`config.mk`:
```
export PLATFORM = sky130hd
export DESIGN_NAME = pata_pio_engine
export DESIGN_NICKNAME = d
export VERILOG_FILES = /design/src/rtl/pata_pio_pkg.sv /design/src/rtl/pata_pio_regs.sv /design/src/rtl/pata_pio_seq.sv /design/src/rtl/pata_pio_engine.sv
export SDC_FILE = /design/constraint.sdc
export NUM_CORES = 1
export LEC_CHECK = 0
export ABC_AREA = 1
export BUFFER_PORTS_ARGS = -buffer_cell sky130_fd_sc_hd__buf_2
export CAP_MARGIN = 20
export CELL_PAD_IN_SITES_DETAIL_PLACEMENT = 0
export CELL_PAD_IN_SITES_GLOBAL_PLACEMENT = 1
export CORE_MARGIN = 1.5
export CORE_UTILIZATION = 37
export DETAILED_ROUTE_END_ITERATION = 8
export PLACE_DENSITY_LB_ADDON = 0.1
export SYNTH_ARGS = -nofsm -noshare
export SYNTH_HDL_FRONTEND = slang
export SYNTH_SLANG_ARGS = --single-unit
```
`constraint.sdc`:
```
create_clock -name clk -period 2.8 [get_ports clk]
set_input_delay 0.42 -clock clk [delete_from_list [all_inputs] [get_ports clk]]
set_output_delay 0.42 -clock clk [all_outputs]
set_load 0.1 [all_outputs]
```
`src/rtl/pata_pio_pkg.sv`:
```
package pata_pio_pkg;

  localparam int unsigned DATA_W  = 16;
  localparam int unsigned CFG_AW  = 4;
  localparam int unsigned DEV_AW  = 4;
  localparam int unsigned CNT_W   = 8;

  localparam logic [CFG_AW-1:0] OFF_CTRL  = 4'd0;
  localparam logic [CFG_AW-1:0] OFF_TX    = 4'd1;
  localparam logic [CFG_AW-1:0] OFF_RX    = 4'd2;
  localparam logic [CFG_AW-1:0] OFF_DADDR = 4'd3;
  localparam logic [CFG_AW-1:0] OFF_RTIM  = 4'd4;
  localparam logic [CFG_AW-1:0] OFF_DTIM0 = 4'd5;
  localparam logic [CFG_AW-1:0] OFF_DTIM1 = 4'd6;
  localparam logic [CFG_AW-1:0] OFF_ISTAT = 4'd7;
  localparam logic [CFG_AW-1:0] OFF_IMASK = 4'd8;

  localparam int unsigned CB_START = 0;
  localparam int unsigned CB_DIR   = 1;
  localparam int unsigned CB_DMA   = 2;
  localparam int unsigned CB_RST   = 3;
  localparam int unsigned CB_IORDY = 4;

  typedef enum logic [2:0] {
    PH_IDLE,
    PH_SETUP,
    PH_STROBE,
    PH_HOLD,
    PH_RECOV,
    PH_DONE
  } phase_e;

  typedef struct packed {
    logic [3:0] t1;
    logic [3:0] t4;
    logic [7:0] rec_reg;
    logic [7:0] stb_reg;
    logic [7:0] rec_dat;
    logic [7:0] stb_dat;
  } timing_t;

endpackage

```
`src/rtl/pata_pio_regs.sv`:
```
module pata_pio_regs
  import pata_pio_pkg::*;
#(
  parameter int unsigned DW = DATA_W,
  parameter int unsigned AW = CFG_AW
) (
  input  logic          clk,
  input  logic          rst_n,
  input  logic          cfg_we,
  input  logic [AW-1:0] cfg_addr,
  input  logic [DW-1:0] cfg_wdata,
  output logic [DW-1:0] cfg_rdata,
  input  logic          done_pulse,
  input  logic          cap_pulse,
  input  logic [DW-1:0] cap_data,
  output logic          ctrl_start,
  output logic          ctrl_dir,
  output logic          ctrl_dma,
  output logic          ctrl_rst,
  output logic          ctrl_iordy,
  output logic [DW-1:0] tx_word,
  output logic [DEV_AW-1:0] dev_addr,
  output timing_t       timing,
  output logic          irq
);

  logic [4:0]        ctrl_q, ctrl_d;
  logic [DW-1:0]     tx_q, tx_d, rx_q, rx_d;
  logic [DEV_AW-1:0] da_q, da_d;
  logic [15:0]       rtim_q, rtim_d, dtim0_q, dtim0_d;
  logic [7:0]        dtim1_q, dtim1_d;
  logic              done_q, done_d, mask_q, mask_d;

  logic wr_ctrl, wr_tx, wr_da, wr_rtim, wr_dt0, wr_dt1, wr_ist, wr_msk;

  assign wr_ctrl = cfg_we && (cfg_addr == OFF_CTRL);
  assign wr_tx   = cfg_we && (cfg_addr == OFF_TX);
  assign wr_da   = cfg_we && (cfg_addr == OFF_DADDR);
  assign wr_rtim = cfg_we && (cfg_addr == OFF_RTIM);
  assign wr_dt0  = cfg_we && (cfg_addr == OFF_DTIM0);
  assign wr_dt1  = cfg_we && (cfg_addr == OFF_DTIM1);
  assign wr_ist  = cfg_we && (cfg_addr == OFF_ISTAT);
  assign wr_msk  = cfg_we && (cfg_addr == OFF_IMASK);

  always_comb begin
    ctrl_d  = wr_ctrl ? cfg_wdata[4:0] : ctrl_q;
    if (done_pulse) ctrl_d[CB_START] = 1'b0;
    tx_d    = wr_tx   ? cfg_wdata : tx_q;
    rx_d    = cap_pulse ? cap_data : rx_q;
    da_d    = wr_da   ? cfg_wdata[DEV_AW-1:0] : da_q;
    rtim_d  = wr_rtim ? cfg_wdata[15:0] : rtim_q;
    dtim0_d = wr_dt0  ? cfg_wdata[15:0] : dtim0_q;
    dtim1_d = wr_dt1  ? cfg_wdata[7:0] : dtim1_q;
    mask_d  = wr_msk  ? cfg_wdata[0] : mask_q;
    done_d  = done_q;
    if (wr_ist && cfg_wdata[0]) done_d = 1'b0;
    if (done_pulse)             done_d = 1'b1;
  end

  always_ff @(posedge clk or negedge rst_n) begin
    if (!rst_n) begin
      ctrl_q  <= '0;
      tx_q    <= '0;
      rx_q    <= '0;
      da_q    <= '0;
      rtim_q  <= '0;
      dtim0_q <= '0;
      dtim1_q <= '0;
      done_q  <= 1'b0;
      mask_q  <= 1'b0;
    end else begin
      ctrl_q  <= ctrl_d;
      tx_q    <= tx_d;
      rx_q    <= rx_d;
      da_q    <= da_d;
      rtim_q  <= rtim_d;
      dtim0_q <= dtim0_d;
      dtim1_q <= dtim1_d;
      done_q  <= done_d;
      mask_q  <= mask_d;
    end
  end

  always_comb begin
    cfg_rdata = '0;
    case (cfg_addr)
      OFF_CTRL:  cfg_rdata[4:0] = ctrl_q;
      OFF_TX:    cfg_rdata = tx_q;
      OFF_RX:    cfg_rdata = rx_q;
      OFF_DADDR: cfg_rdata[DEV_AW-1:0] = da_q;
      OFF_RTIM:  cfg_rdata[15:0] = rtim_q;
      OFF_DTIM0: cfg_rdata[15:0] = dtim0_q;
      OFF_DTIM1: cfg_rdata[7:0] = dtim1_q;
      OFF_ISTAT: cfg_rdata[0] = done_q;
      OFF_IMASK: cfg_rdata[0] = mask_q;
      default:   cfg_rdata = '0;
    endcase
  end

  assign ctrl_start = ctrl_q[CB_START];
  assign ctrl_dir   = ctrl_q[CB_DIR];
  assign ctrl_dma   = ctrl_q[CB_DMA];
  assign ctrl_rst   = ctrl_q[CB_RST];
  assign ctrl_iordy = ctrl_q[CB_IORDY];
  assign tx_word    = tx_q;
  assign dev_addr   = da_q;
  assign irq        = done_q & mask_q;

  assign timing.stb_reg = rtim_q[15:8];
  assign timing.rec_reg = rtim_q[7:0];
  assign timing.t4      = dtim0_q[15:12];
  assign timing.rec_dat = dtim0_q[11:4];
  assign timing.t1      = dtim0_q[3:0];
  assign timing.stb_dat = dtim1_q;

endmodule

```
`src/rtl/pata_pio_seq.sv`:
```
module pata_pio_seq
  import pata_pio_pkg::*;
#(
  parameter int unsigned CW = CNT_W
) (
  input  logic    clk,
  input  logic    rst_n,
  input  logic    start,
  input  logic    use_dma,
  input  logic    dir_wr,
  input  logic    iordy_en,
  input  logic    iordy,
  input  logic    sel_data,
  input  timing_t timing,
  output phase_e  phase,
  output logic    busy,
  output logic    done_pulse,
  output logic    cap_pulse
);

  phase_e        ph_q, ph_d;
  logic [CW-1:0] cnt_q, cnt_d;
  logic          cnt_zero, dev_ready;
  logic [7:0]    stb_sel, rec_sel;

  function automatic logic [CW-1:0] load_of(input logic [7:0] f);
    return (f == 8'd0) ? '0 : CW'(f - 8'd1);
  endfunction

  assign stb_sel   = sel_data ? timing.stb_dat : timing.stb_reg;
  assign rec_sel   = sel_data ? timing.rec_dat : timing.rec_reg;
  assign cnt_zero  = (cnt_q == '0);
  assign dev_ready = iordy || !iordy_en;

  always_comb begin
    ph_d  = ph_q;
    cnt_d = cnt_zero ? cnt_q : cnt_q - 1'b1;
    case (ph_q)
      PH_IDLE: begin
        cnt_d = cnt_q;
        if (start && !use_dma) begin
          ph_d  = PH_SETUP;
          cnt_d = load_of({4'd0, timing.t1});
        end
      end
      PH_SETUP: if (cnt_zero) begin
        ph_d  = PH_STROBE;
        cnt_d = load_of(stb_sel);
      end
      PH_STROBE: if (cnt_zero && dev_ready) begin
        if (dir_wr) begin
          ph_d  = PH_HOLD;
          cnt_d = load_of({4'd0, timing.t4});
        end else begin
          ph_d  = PH_RECOV;
          cnt_d = load_of(rec_sel);
        end
      end
      PH_HOLD: if (cnt_zero) begin
        ph_d  = PH_RECOV;
        cnt_d = load_of(rec_sel);
      end
      PH_RECOV: if (cnt_zero) ph_d = PH_DONE;
      PH_DONE:  ph_d = PH_IDLE;
      default:  ph_d = PH_IDLE;
    endcase
  end

  always_ff @(posedge clk or negedge rst_n) begin
    if (!rst_n) begin
      ph_q  <= PH_IDLE;
      cnt_q <= '0;
    end else begin
      ph_q  <= ph_d;
      cnt_q <= cnt_d;
    end
  end

  assign phase      = ph_q;
  assign busy       = (ph_q != PH_IDLE);
  assign done_pulse = (ph_q == PH_DONE);
  assign cap_pulse  = (ph_q == PH_STROBE) && cnt_zero && dev_ready && !dir_wr;

endmodule

```
`src/rtl/pata_pio_engine.sv`:
```
module pata_pio_engine
  import pata_pio_pkg::*;
#(
  parameter int unsigned SYNC_STAGES = 2
) (
  input  logic                clk,
  input  logic                rst_n,
  input  logic                cfg_we,
  input  logic [CFG_AW-1:0]   cfg_addr,
  input  logic [DATA_W-1:0]   cfg_wdata,
  output logic [DATA_W-1:0]   cfg_rdata,
  output logic                irq,
  output logic [1:0]          ata_cs_n,
  output logic [2:0]          ata_da,
  output logic                ata_dior_n,
  output logic                ata_diow_n,
  output logic [DATA_W-1:0]   ata_dd_out,
  output logic                ata_dd_oe,
  input  logic [DATA_W-1:0]   ata_dd_in,
  input  logic                ata_iordy,
  output logic                ata_reset_n
);

  logic [SYNC_STAGES-1:0] rst_sync_q;
  logic                   rst_int_n;

  generate
    for (genvar g = 0; g < SYNC_STAGES; g++) begin : g_rsync
      always_ff @(posedge clk or negedge rst_n) begin
        if (!rst_n) rst_sync_q[g] <= 1'b0;
        else if (g == 0) rst_sync_q[g] <= 1'b1;
        else rst_sync_q[g] <= rst_sync_q[(g == 0) ? 0 : g-1];
      end
    end
  endgenerate

  assign rst_int_n = rst_sync_q[SYNC_STAGES-1];

  logic              ctrl_start, ctrl_dir, ctrl_use_dma, ctrl_dev_rst, ctrl_iordy;
  logic [DATA_W-1:0] tx_word;
  logic [DEV_AW-1:0] dev_addr;
  timing_t           timing;
  phase_e            phase;
  logic              seq_busy, seq_done, seq_cap;
  logic              in_cycle, drive_data;

  pata_pio_regs u_regs (
    .clk        (clk),
    .rst_n      (rst_int_n),
    .cfg_we     (cfg_we),
    .cfg_addr   (cfg_addr),
    .cfg_wdata  (cfg_wdata),
    .cfg_rdata  (cfg_rdata),
    .done_pulse (seq_done),
    .cap_pulse  (seq_cap),
    .cap_data   (ata_dd_in),
    .ctrl_start (ctrl_start),
    .ctrl_dir   (ctrl_dir),
    .ctrl_dma   (ctrl_use_dma),
    .ctrl_rst   (ctrl_dev_rst),
    .ctrl_iordy (ctrl_iordy),
    .tx_word    (tx_word),
    .dev_addr   (dev_addr),
    .timing     (timing),
    .irq        (irq)
  );

  pata_pio_seq u_seq (
    .clk        (clk),
    .rst_n      (rst_int_n),
    .start      (ctrl_start),
    .use_dma    (ctrl_use_dma),
    .dir_wr     (ctrl_dir),
    .iordy_en   (ctrl_iordy),
    .iordy      (ata_iordy),
    .sel_data   (dev_addr == '0),
    .timing     (timing),
    .phase      (phase),
    .busy       (seq_busy),
    .done_pulse (seq_done),
    .cap_pulse  (seq_cap)
  );

  assign in_cycle   = (phase == PH_SETUP) || (phase == PH_STROBE) ||
                      (phase == PH_HOLD)  || (phase == PH_RECOV);
  assign drive_data = ctrl_dir && ((phase == PH_SETUP) || (phase == PH_STROBE) ||
                                   (phase == PH_HOLD));

  assign ata_cs_n    = !in_cycle ? 2'b11 : (dev_addr[3] ? 2'b01 : 2'b10);
  assign ata_da      = in_cycle ? dev_addr[2:0] : 3'd0;
  assign ata_dior_n  = !((phase == PH_STROBE) && !ctrl_dir);
  assign ata_diow_n  = !((phase == PH_STROBE) && ctrl_dir);
  assign ata_dd_out  = tx_word;
  assign ata_dd_oe   = drive_data;
  assign ata_reset_n = !ctrl_dev_rst;

endmodule

```
==> results.toml, run 1 <==
[synth]
synth_edf_count = 0
synthesis.nets = 821
synth_top_area_cell = "dfrtp_1"
synth-seq-cells = 96
ys_warn_count = 0
syn_area_mm2 = 0.00555
synth_top_area_share_pct = 43.3
synth_commonest_cells = "nand2_1, inv_1, dfrtp_1"
syn_area_per_cell_um2 = 7.17
synthTopCellsByArea = "dfrtp_1, nand2_1, o21ai_0"
synth-async-reset-ratio_pct = 100
synth_cell_types = 42
synthCells = 775
yosysMostFrequentCell = "nand2_1"
ys.flop_type = "dfrtp_1"
ys_seq_area_share_pct = 43.3

[grt]
grt_max_degree = 39
grt_usage_pct = 22.3
grt_pass1_vias = 5346
overflow = 0
antenna_found_initial = 0
grt_pass1_wl_mm = 27.5

[setup_path]
critical_path_arrival_ns = 2.04
reg2reg_to = "u_seq.cnt_q[4]"
startpoint_type = "input pin"
cp-end-kind = "output pin"
r2r-start = "u_seq.cnt_q[0]"
crit_path_end = "cfg_rdata[3]"
worstRegToRegCells = 13
crit_start = "cfg_addr[2]"
reg2reg_slack_ns = 0.45
crit_fanout = 12
crit_type = "input pin to output pin"
cp.required_ns = 2.38

[timing]
fin_crit_ns = 2.46
post-route-period-util_pct = 87.9
max_freq_mhz = 406
rsz0062_at_grt = "false"
finalHoldViolCount = 0
worst_slack_ns = 0.338
finalMaxSlewViolations = 0
relSlewSlack_pct = 58.2
worst_slew_pin_slew_ns = 0.624
finClkSkew_ns = 0.00525
setup_violations = 0

[routing]
viasPerCell = 5.06
wirelength_met1_mm = 8.24
drt.antenna.violating_nets = 0
wire_per_inst_um = 16.1
wl_met2_mm = 7.41
drcViolationCount = 0
first_iter_violations = 302
wl_mm = 16.9
wl_met3_um = 837
firstDrtPassIters = 5
vias = 5329
highest_layer = "met4"

[cells_and_area]
fin_nets = 910
final_util_pct = 45.2
layout-drive-gt1-share_pct = 17.4
antennaDiodeCount = 0
final_cell_area_mm2 = 0.00660
syn2layout_area_growth_pct = 18.8

[cts]
cts_made_buffers = 9
clock_path_buffers = 2
clk_pin_slew_ns = 0.07
cts_tree = "built"
clkLatencyLatePin_ns = 0.35
cts_root_buf = "clkbuf_16"
cts_num_sinks = 96
cts_max_level = 3
cts_setup_buffers = 0
cts_hold_buffers = 1
postCtsResizedCells = 0

[floorplan]
start_util_pct = 38.1
ios = 82
fp-row-count = 44
die_y_um = 126
die_w_um = 126
die_area_mm2 = 0.0158
core_area_mm2 = 0.0146

[placed_design]
hpwl_mm = 12.9
routabilityCongestion = 0.909
dpl_cell_area_mm2 = 0.00628
place_ws_ns = 0.355
port_buffers = 81

[pwr]
ir_drop_uv = 460
p_total_uw = 6420
p_leak_uw = 0.00346
p_per_area_mw_per_mm2 = 973

[run]
drv_cap = 0

[hold_path]
hold_path.class = "input pin to register"

[outcome]
status = "finished clean"
## area by class of cell
class | count | area, µm²
fillers | 1538 | 7990
clock buffers | 10 | 239
well taps | 184 | 230
clock inverters | 6 | 67.6
repair buffers | 100 | 563
inverters | 107 | 414
flip-flops and latches | 96 | 2410
multi-input cells | 550 | 2680
## worst min path at each step
stage | slack (ns) | from | depth (start not counted) | end
after global placement | 0.20 | rst_n | 1 | rst_sync_q[0]
after global routing | 0.26 | ata_dd_in[13] | 3 | u_regs.rx_q[13]
after floorplan | 0.12 | rst_n | 0 | rst_int_n
after detailed placement | 0.21 | rst_n | 1 | rst_sync_q[0]
final | 0.26 | ata_dd_in[13] | 3 | u_regs.rx_q[13]
after CTS | 0.25 | ata_dd_in[13] | 3 | u_regs.rx_q[13]
## cell families after synthesis
kind of cell	after synthesis	share of synthesized area [%]
xor+xnor	10	1.58
simple gates	387	29.3
buf+inv	129	9.17
compound gates	146	15.3
flops	96	43.3
other cells	1	0.0675
fa+ha+maj	6	1.35
## stage by stage
| stage | setup TNS [ns] | cells | hold slack [ns] |
|---|---|---|---|
| 2_1_floorplan | -0.684 | 775 | 0.124 |
| 3_3_place_gp | 0 | 1036 | 0.205 |
| 3_5_place_dp | 0 | 1036 | 0.208 |
| 4_1_cts | 0 | 1053 | 0.250 |
| 5_1_grt | 0 | 1053 | 0.260 |
| 6_report | 0 | 1053 | 0.259 |
## state kept, by name, indices dropped and copies added, names as in the netlist, 4 cells and up
| signal | cells |
|---|---|
| u_regs.ctrl_q | 5 |
| u_regs.dtim0_q | 16 |
| u_regs.dev_addr | 4 |
| u_regs.dtim1_q | 8 |
| u_regs.rtim_q | 16 |
| u_regs.rx_q | 16 |
| u_seq.cnt_q | 8 |
| u_regs.tx_word | 16 |
## power breakdown
| group | internal [µW] | switching (µW) | total [µW] | leakage, µW |
|---|---|---|---|---|
| registers | 1720 | 313 | 2030 | 0.00123 |
| logic | 848 | 2250 | 3100 | 0.00209 |
| clock network | 722 | 566 | 1290 | 0.000150 |
## metal layers
layer | track usage [%] | vias to the layer above
li1 | - | 2666
met1 | 30.5 | 2484
met2 | 35.1 | 148
met3 | 3.72 | 31
met4 | 8.96 | 0
met5 | 0 | -
## placed cells by master, fill, tap and decap left out, types with 6 or more instances in the layout
cell type,instances
nand2_1,258
nor2_1,52
o21ai_0,82
dfrtp_1,95
inv_2,6
o21ai_1,8
xnor2_1,6
o2111ai_1,8
buf_4,17
nand3_1,37
inv_1,97
buf_2,81
a221oi_1,8
nor3_1,6
a21oi_1,19
clkbuf_16,9
ha_1,6
nand4_1,6
## worst max-delay path, stage by stage
cell       delay [ns]
buf_2            0.17
nor2_1           0.09
nand2_1          0.07
inv_1            0.08
buf_4            0.21
nand2_1          0.07
o21ai_0          0.08
a221oi_1         0.36
o2111ai_2        0.16
buf_2            0.33
Power figures use the tool's default switching activity.
==> run 2: changes to the inputs <==
- CELL_PAD_IN_SITES_DETAIL_PLACEMENT: 0 -> not set
- CELL_PAD_IN_SITES_GLOBAL_PLACEMENT: 1 -> not set
- CORE_UTILIZATION: 37 -> 40
- PLACE_DENSITY_LB_ADDON: 0.1 -> not set
==> run 2 against run 1 <==
Net effect: worst setup slack worse by 0.012 ns; first-iteration DRC count up 55%; wire length down 2.1%; sequential power about the same; via count about the same; fmax down 0.49%.
==> results.toml, run 2 (same netlist as run 1, synthesis figures left out) <==
[grt]
grt_usage_pct = 24.0
grt_pass1_wl_mm = 26.9
antenna_found_initial = 0
overflow = 0
grt_pass1_vias = 5052
grt_max_degree = 50

[routing]
drt.antenna.violating_nets = 0
viasPerCell = 5.11
wl_met3_um = 897
vias = 5328
drcViolationCount = 0
wire_per_inst_um = 15.9
wl_mm = 16.6
first_iter_violations = 468
wirelength_met1_mm = 7.92
firstDrtPassIters = 5
highest_layer = "met4"
wl_met2_mm = 7.42

[cts]
cts_root_buf = "clkbuf_16"
cts_max_level = 3
cts_setup_buffers = 0
cts_num_sinks = 96
cts_tree = "built"
clock_path_buffers = 2
cts_made_buffers = 9
clk_pin_slew_ns = 0.07
clkLatencyLatePin_ns = 0.36

[timing]
max_freq_mhz = 404
post-route-period-util_pct = 88.4
hold_slack_ns = 0.255
fin_crit_ns = 2.47
setup_violations = 0
finalMaxSlewViolations = 0
finalSetupTns_ns = 0
worst_slew_pin_slew_ns = 0.641
finalHoldViolCount = 0
rsz0062_at_grt = "false"
relSlewSlack_pct = 57.1
finClkSkew_ns = 0.00699
worst_slack_ns = 0.326

[cells_and_area]
layout_common_cells = "nand2_1, inv_1, dfrtp_1, o21ai_0, buf_2"
fin_nets = 907
finalNonFillerCells = 1042
antennaDiodeCount = 0
syn2layout_area_growth_pct = 19.0
mostFrequentLayoutCell = "nand2_1"
fillCellCount = 1345
final_util_pct = 49.3
layout-drive-gt1-share_pct = 17.1

[outcome]
status = "finished clean"

[floorplan]
die_w_um = 121
die_y_um = 121
core_area_mm2 = 0.0134
start_util_pct = 41.4
die_area_mm2 = 0.0146
ios = 82
fp-row-count = 42

[placed_design]
routabilityCongestion = 0.873
hpwl_mm = 12.5
place_ws_ns = 0.334
dp_cells = 1025
port_buffers = 81

[pwr]
intPower_uw = 3440
p_sw_share_pct = 47.8
p_sw_uw = 3150
p_leak_uw = 0.00347
ir_drop_uv = 433
clockPowerShare_pct = 22.3
p_comb_share_pct = 46.8
p_per_area_mw_per_mm2 = 997
seq_power_share_pct = 30.9

[run]
drv_cap = 0

[setup_path]
reg2reg_to = "u_seq.cnt_q[4]"
cp-end-kind = "output pin"
worstRegToRegCells = 14
startpoint_type = "input pin"
cp.required_ns = 2.38
r2r-start = "u_regs.dev_addr[0]"
crit_type = "input pin to output pin"
reg2reg_slack_ns = 0.48
critical_path_arrival_ns = 2.05
crit_fanout = 11

[hold_path]
worstHoldStart = "ata_dd_in[11]"
hold_depth = 3
holdPathEnd = "u_regs.rx_q[11]"
hold_path.class = "input pin to register"
[run 2: area by class of cell]
cell class              count  area [µm²]  area share [%]
clock inverters             7         128            1.93
multi-input cells         550        2680            40.5
flip-flops and latches     96        2410            36.4
clock buffers               9         225            3.41
inverters                 107         414            6.26
well taps                 176         220            3.33
repair buffers             97         541            8.18
[run 2: critical path, stage by stage]
cell and delay (ns):
buf_2 0.18, inv_12 0.04, nor2_4 0.13, inv_2 0.07
nor2_4 0.21, inv_2 0.17, o21ai_0 0.18, a221oi_1 0.07
o21ai_1 0.12, buf_2 0.46
[run 2: what timing repair did]
item	4_1_cts	5_1_grt
resized for setup	0	0
hold buffers	1	0
endpoints found under the hold margin	2	0
endpoints found under the setup margin	0	0
[run 2: power groups by stage]
stage               Clock [µW]  Sequential (µW)  Combinational, µW
floorplan                    0             2300               2150
global placement             0             2050               3030
detailed placement           0             2060               3070
CTS                       1500             2030               3090
global route              1550             2080               3410
finish                    1470             2030               3090
[run 2: how the worst max path moves through the flow]
stage | startpoint | end | slack [ns] | depth (start not counted)
2_1_floorplan | cfg_addr[2] | cfg_rdata[10] | -0.10 | 7
6_report | cfg_addr[2] | cfg_rdata[6] | 0.33 | 10
5_1_grt | cfg_addr[2] | cfg_rdata[5] | 0.22 | 9
4_1_cts | cfg_addr[2] | cfg_rdata[5] | 0.33 | 9
3_3_place_gp | cfg_addr[2] | cfg_rdata[5] | 0.36 | 9
3_5_place_dp | cfg_addr[2] | cfg_rdata[5] | 0.33 | 9
[run 2: metal layers]
| layer | vias to the layer above | GRT usage (%) |
|---|---|---|
| li1 | 2664 | - |
| met1 | 2473 | 34.7 |
| met2 | 169 | 36.9 |
| met3 | 22 | 3.07 |
| met4 | 0 | 8.46 |
| met5 | - | 0 |
[run 2: through the flow]
stage | power (µW) | instance area, µm²
detailed placement | 5130 | 6250
global placement | 5080 | 6250
global route | 7040 | 6610
floorplan | 4450 | 5610
CTS | 6620 | 6610
finish | 6590 | 6610
==> run 3: changes to the inputs <==
- CORE_UTILIZATION: 40 -> 54
- CTS_BUF_LIST: not set -> sky130_fd_sc_hd__clkbuf_8
- PLACE_DENSITY: not set -> 0.79
==> run 3 against run 2 <==
Net effect: clock skew rose by 0.0042 ns; register-to-register slack gained 0.08 ns; cell area decreased by 2.3%; critical path depth decreased by 4; via count up 2.0%; first-iteration DRC count shrank 5.6%; global-route usage rose by 7.0 points.
==> results.toml, run 3 (same netlist as run 1, synthesis figures left out) <==
[outcome]
status = "finished clean"

[cts]
cts_made_buffers = 9
cts_tree = "built"
clock_path_buffers = 2
cts_root_buf = "clkbuf_8"
cts_max_level = 3
cts_num_sinks = 96
clkLatencyLatePin_ns = 0.39
clk_pin_slew_ns = 0.10
cts_setup_buffers = 0

[grt]
grt_usage_pct = 31.0
antenna_found_initial = 0
overflow = 0
grt_max_degree = 58
grt_pass1_vias = 5287
grt_pass1_wl_mm = 26.6

[timing]
setup_violations = 0
rsz0062_at_grt = "false"
worst_slew_pin_slew_ns = 0.641
worst_slack_ns = 0.342
finalMaxSlewViolations = 0
finClkSkew_ns = 0.0112
relSlewSlack_pct = 57.1
finalSetupTns_ns = 0
max_freq_mhz = 407
post-route-period-util_pct = 87.8
finalHoldViolCount = 0
fin_crit_ns = 2.46

[cells_and_area]
layout_common_cells = "nand2_1, inv_1, dfrtp_1, o21ai_0, buf_2"
antennaDiodeCount = 0
layout-drive-gt1-share_pct = 17.4
fin_nets = 911
syn2layout_area_growth_pct = 16.3
mostFrequentLayoutCell = "nand2_1"
final_cell_area_mm2 = 0.00646

[floorplan]
die_y_um = 104
ios = 82
core_area_mm2 = 0.00986
fp-row-count = 36
start_util_pct = 56.3
die_w_um = 104
die_area_mm2 = 0.0109

[placed_design]
routabilityCongestion = 0.960
hpwl_mm = 12.2
port_buffers = 81
place_ws_ns = 0.461
dpl_cell_area_mm2 = 0.00624

[setup_path]
crit_start = "u_seq.phase[1]"
cp.required_ns = 2.38
crit_fanout = 4
critical_path.most_common_cell = "nor2_1"
critical_path_arrival_ns = 2.04
cp_cell_sequence = "nor2_1 > inv_1 > nor2_1 > nor2_1 > or2_2 > buf_2"
cp-end-kind = "output pin"
path_delay_family = "simple AND/OR/NAND/NOR gates"
startpoint_type = "register"
crit_type = "register to output pin"
cpPeakStageDelay_ns = 0.42
cp.buffers_inverters = 2
cp_slowest_cell = "dfrtp_1"
r2r-start = "u_regs.dev_addr[1]"

[pwr]
intPower_uw = 3030
p_comb_share_pct = 50.9
seq_power_share_pct = 32.9
ir_drop_uv = 739
p_leak_uw = 0.00344
p_sw_share_pct = 50.7
clockPowerShare_pct = 16.2
p_per_area_mw_per_mm2 = 951
p_sw_uw = 3120

[routing]
firstDrtPassIters = 5
wire_per_inst_um = 15.9
viasPerCell = 5.42
first_iter_violations = 442
drt.antenna.violating_nets = 0
wl_mm = 15.9
vias = 5436
drcViolationCount = 0

[run]
drv_cap = 0

[hold_path]
hold_path.class = "input pin to register"
worstHoldStart = "ata_dd_in[15]"
## run 3: cell types whose count changed in the layout (fill, tap and decap cells not counted), sizes merged
cell / delta
clkbuf: +2
buf: +4
inv: +2
bufinv: -2
clkinv: -2
## run 3: final timing paths
| check | end | slack, ns | cells past startpoint |
|---|---|---|---|
| max | ata_cs_n[0] | 0.34 | 6 |
| min | u_regs.rx_q[15] | 0.21 | 3 |
| max reg2reg | u_seq.cnt_q[4] | 0.56 | 14 |
| min reg2reg | u_regs.rtim_q[0] | 0.29 | 0 |
| max in group asynchronous | u_regs.rx_q[14] | 1.83 | 1 |
| min in group asynchronous | u_regs.rtim_q[0] | 0.29 | 0 |
## run 3: layout make-up
cell class / instances / area (µm²)
clock buffer: 11 / 151
sequential: 96 / 2410
fill: 871 / 3400
clock inverter: 5 / 62.6
tap: 133 / 166
inverter: 107 / 414
timing repair buffer: 101 / 583
multi-input combinational: 550 / 2680
## run 3: what timing repair did
| action | CTS | global route |
|---|---|---|
| hold buffers | 1 | 0 |
| gates resized for setup | 0 | 0 |
| hold endpoints to repair | 2 | 0 |
## run 3: power by group through the flow
stage / clock network [µW] / logic (µW) / registers [µW]
finish: 996 / 3130 / 2020
detailed placement: 0 / 3100 / 2040
floorplan: 0 / 2150 / 2300
global placement: 0 / 3020 / 2030
global route: 1070 / 3440 / 2070
CTS: 1010 / 3100 / 2020
## run 3: metrics by stage
stage / hold WS, ns / std cells / total power, µW / utilization, %
3_5_place_dp: 0.205 / 986 / 5130 / 63.2
6_report: 0.213 / 1003 / 6150 / 65.5
3_3_place_gp: 0.205 / 986 / 5060 / 63.2
5_1_grt: 0.216 / 1003 / 6580 / 65.5
4_1_cts: 0.201 / 1003 / 6130 / 65.5
2_1_floorplan: 0.124 / 775 / 4450 / -
## run 3: worst register-to-register path, cell delays in order (launching register included)
cell     delay [ns]
dfrtp_1        0.46
nor2_4         0.20
nand2_4        0.16
nand2_1        0.10
nand2_1        0.11
ha_1           0.22
nand3_1        0.08
nor2_1         0.06
nand2_2        0.12
inv_2          0.06
a21oi_1        0.23
nand2_1        0.08
o21ai_1        0.08
nand2_1        0.08
a21oi_2        0.12
## run 3: metal layers
layer	wire, µm	up-vias	part of all wire [%]	GRT usage, %
li1	-	2664	-	-
met2	7490	205	47	50.0
met4	293	0	1.8	9.33
met3	1150	26	7.2	7.27
met1	6990	2541	44	41.4
met5	0	-	0	0
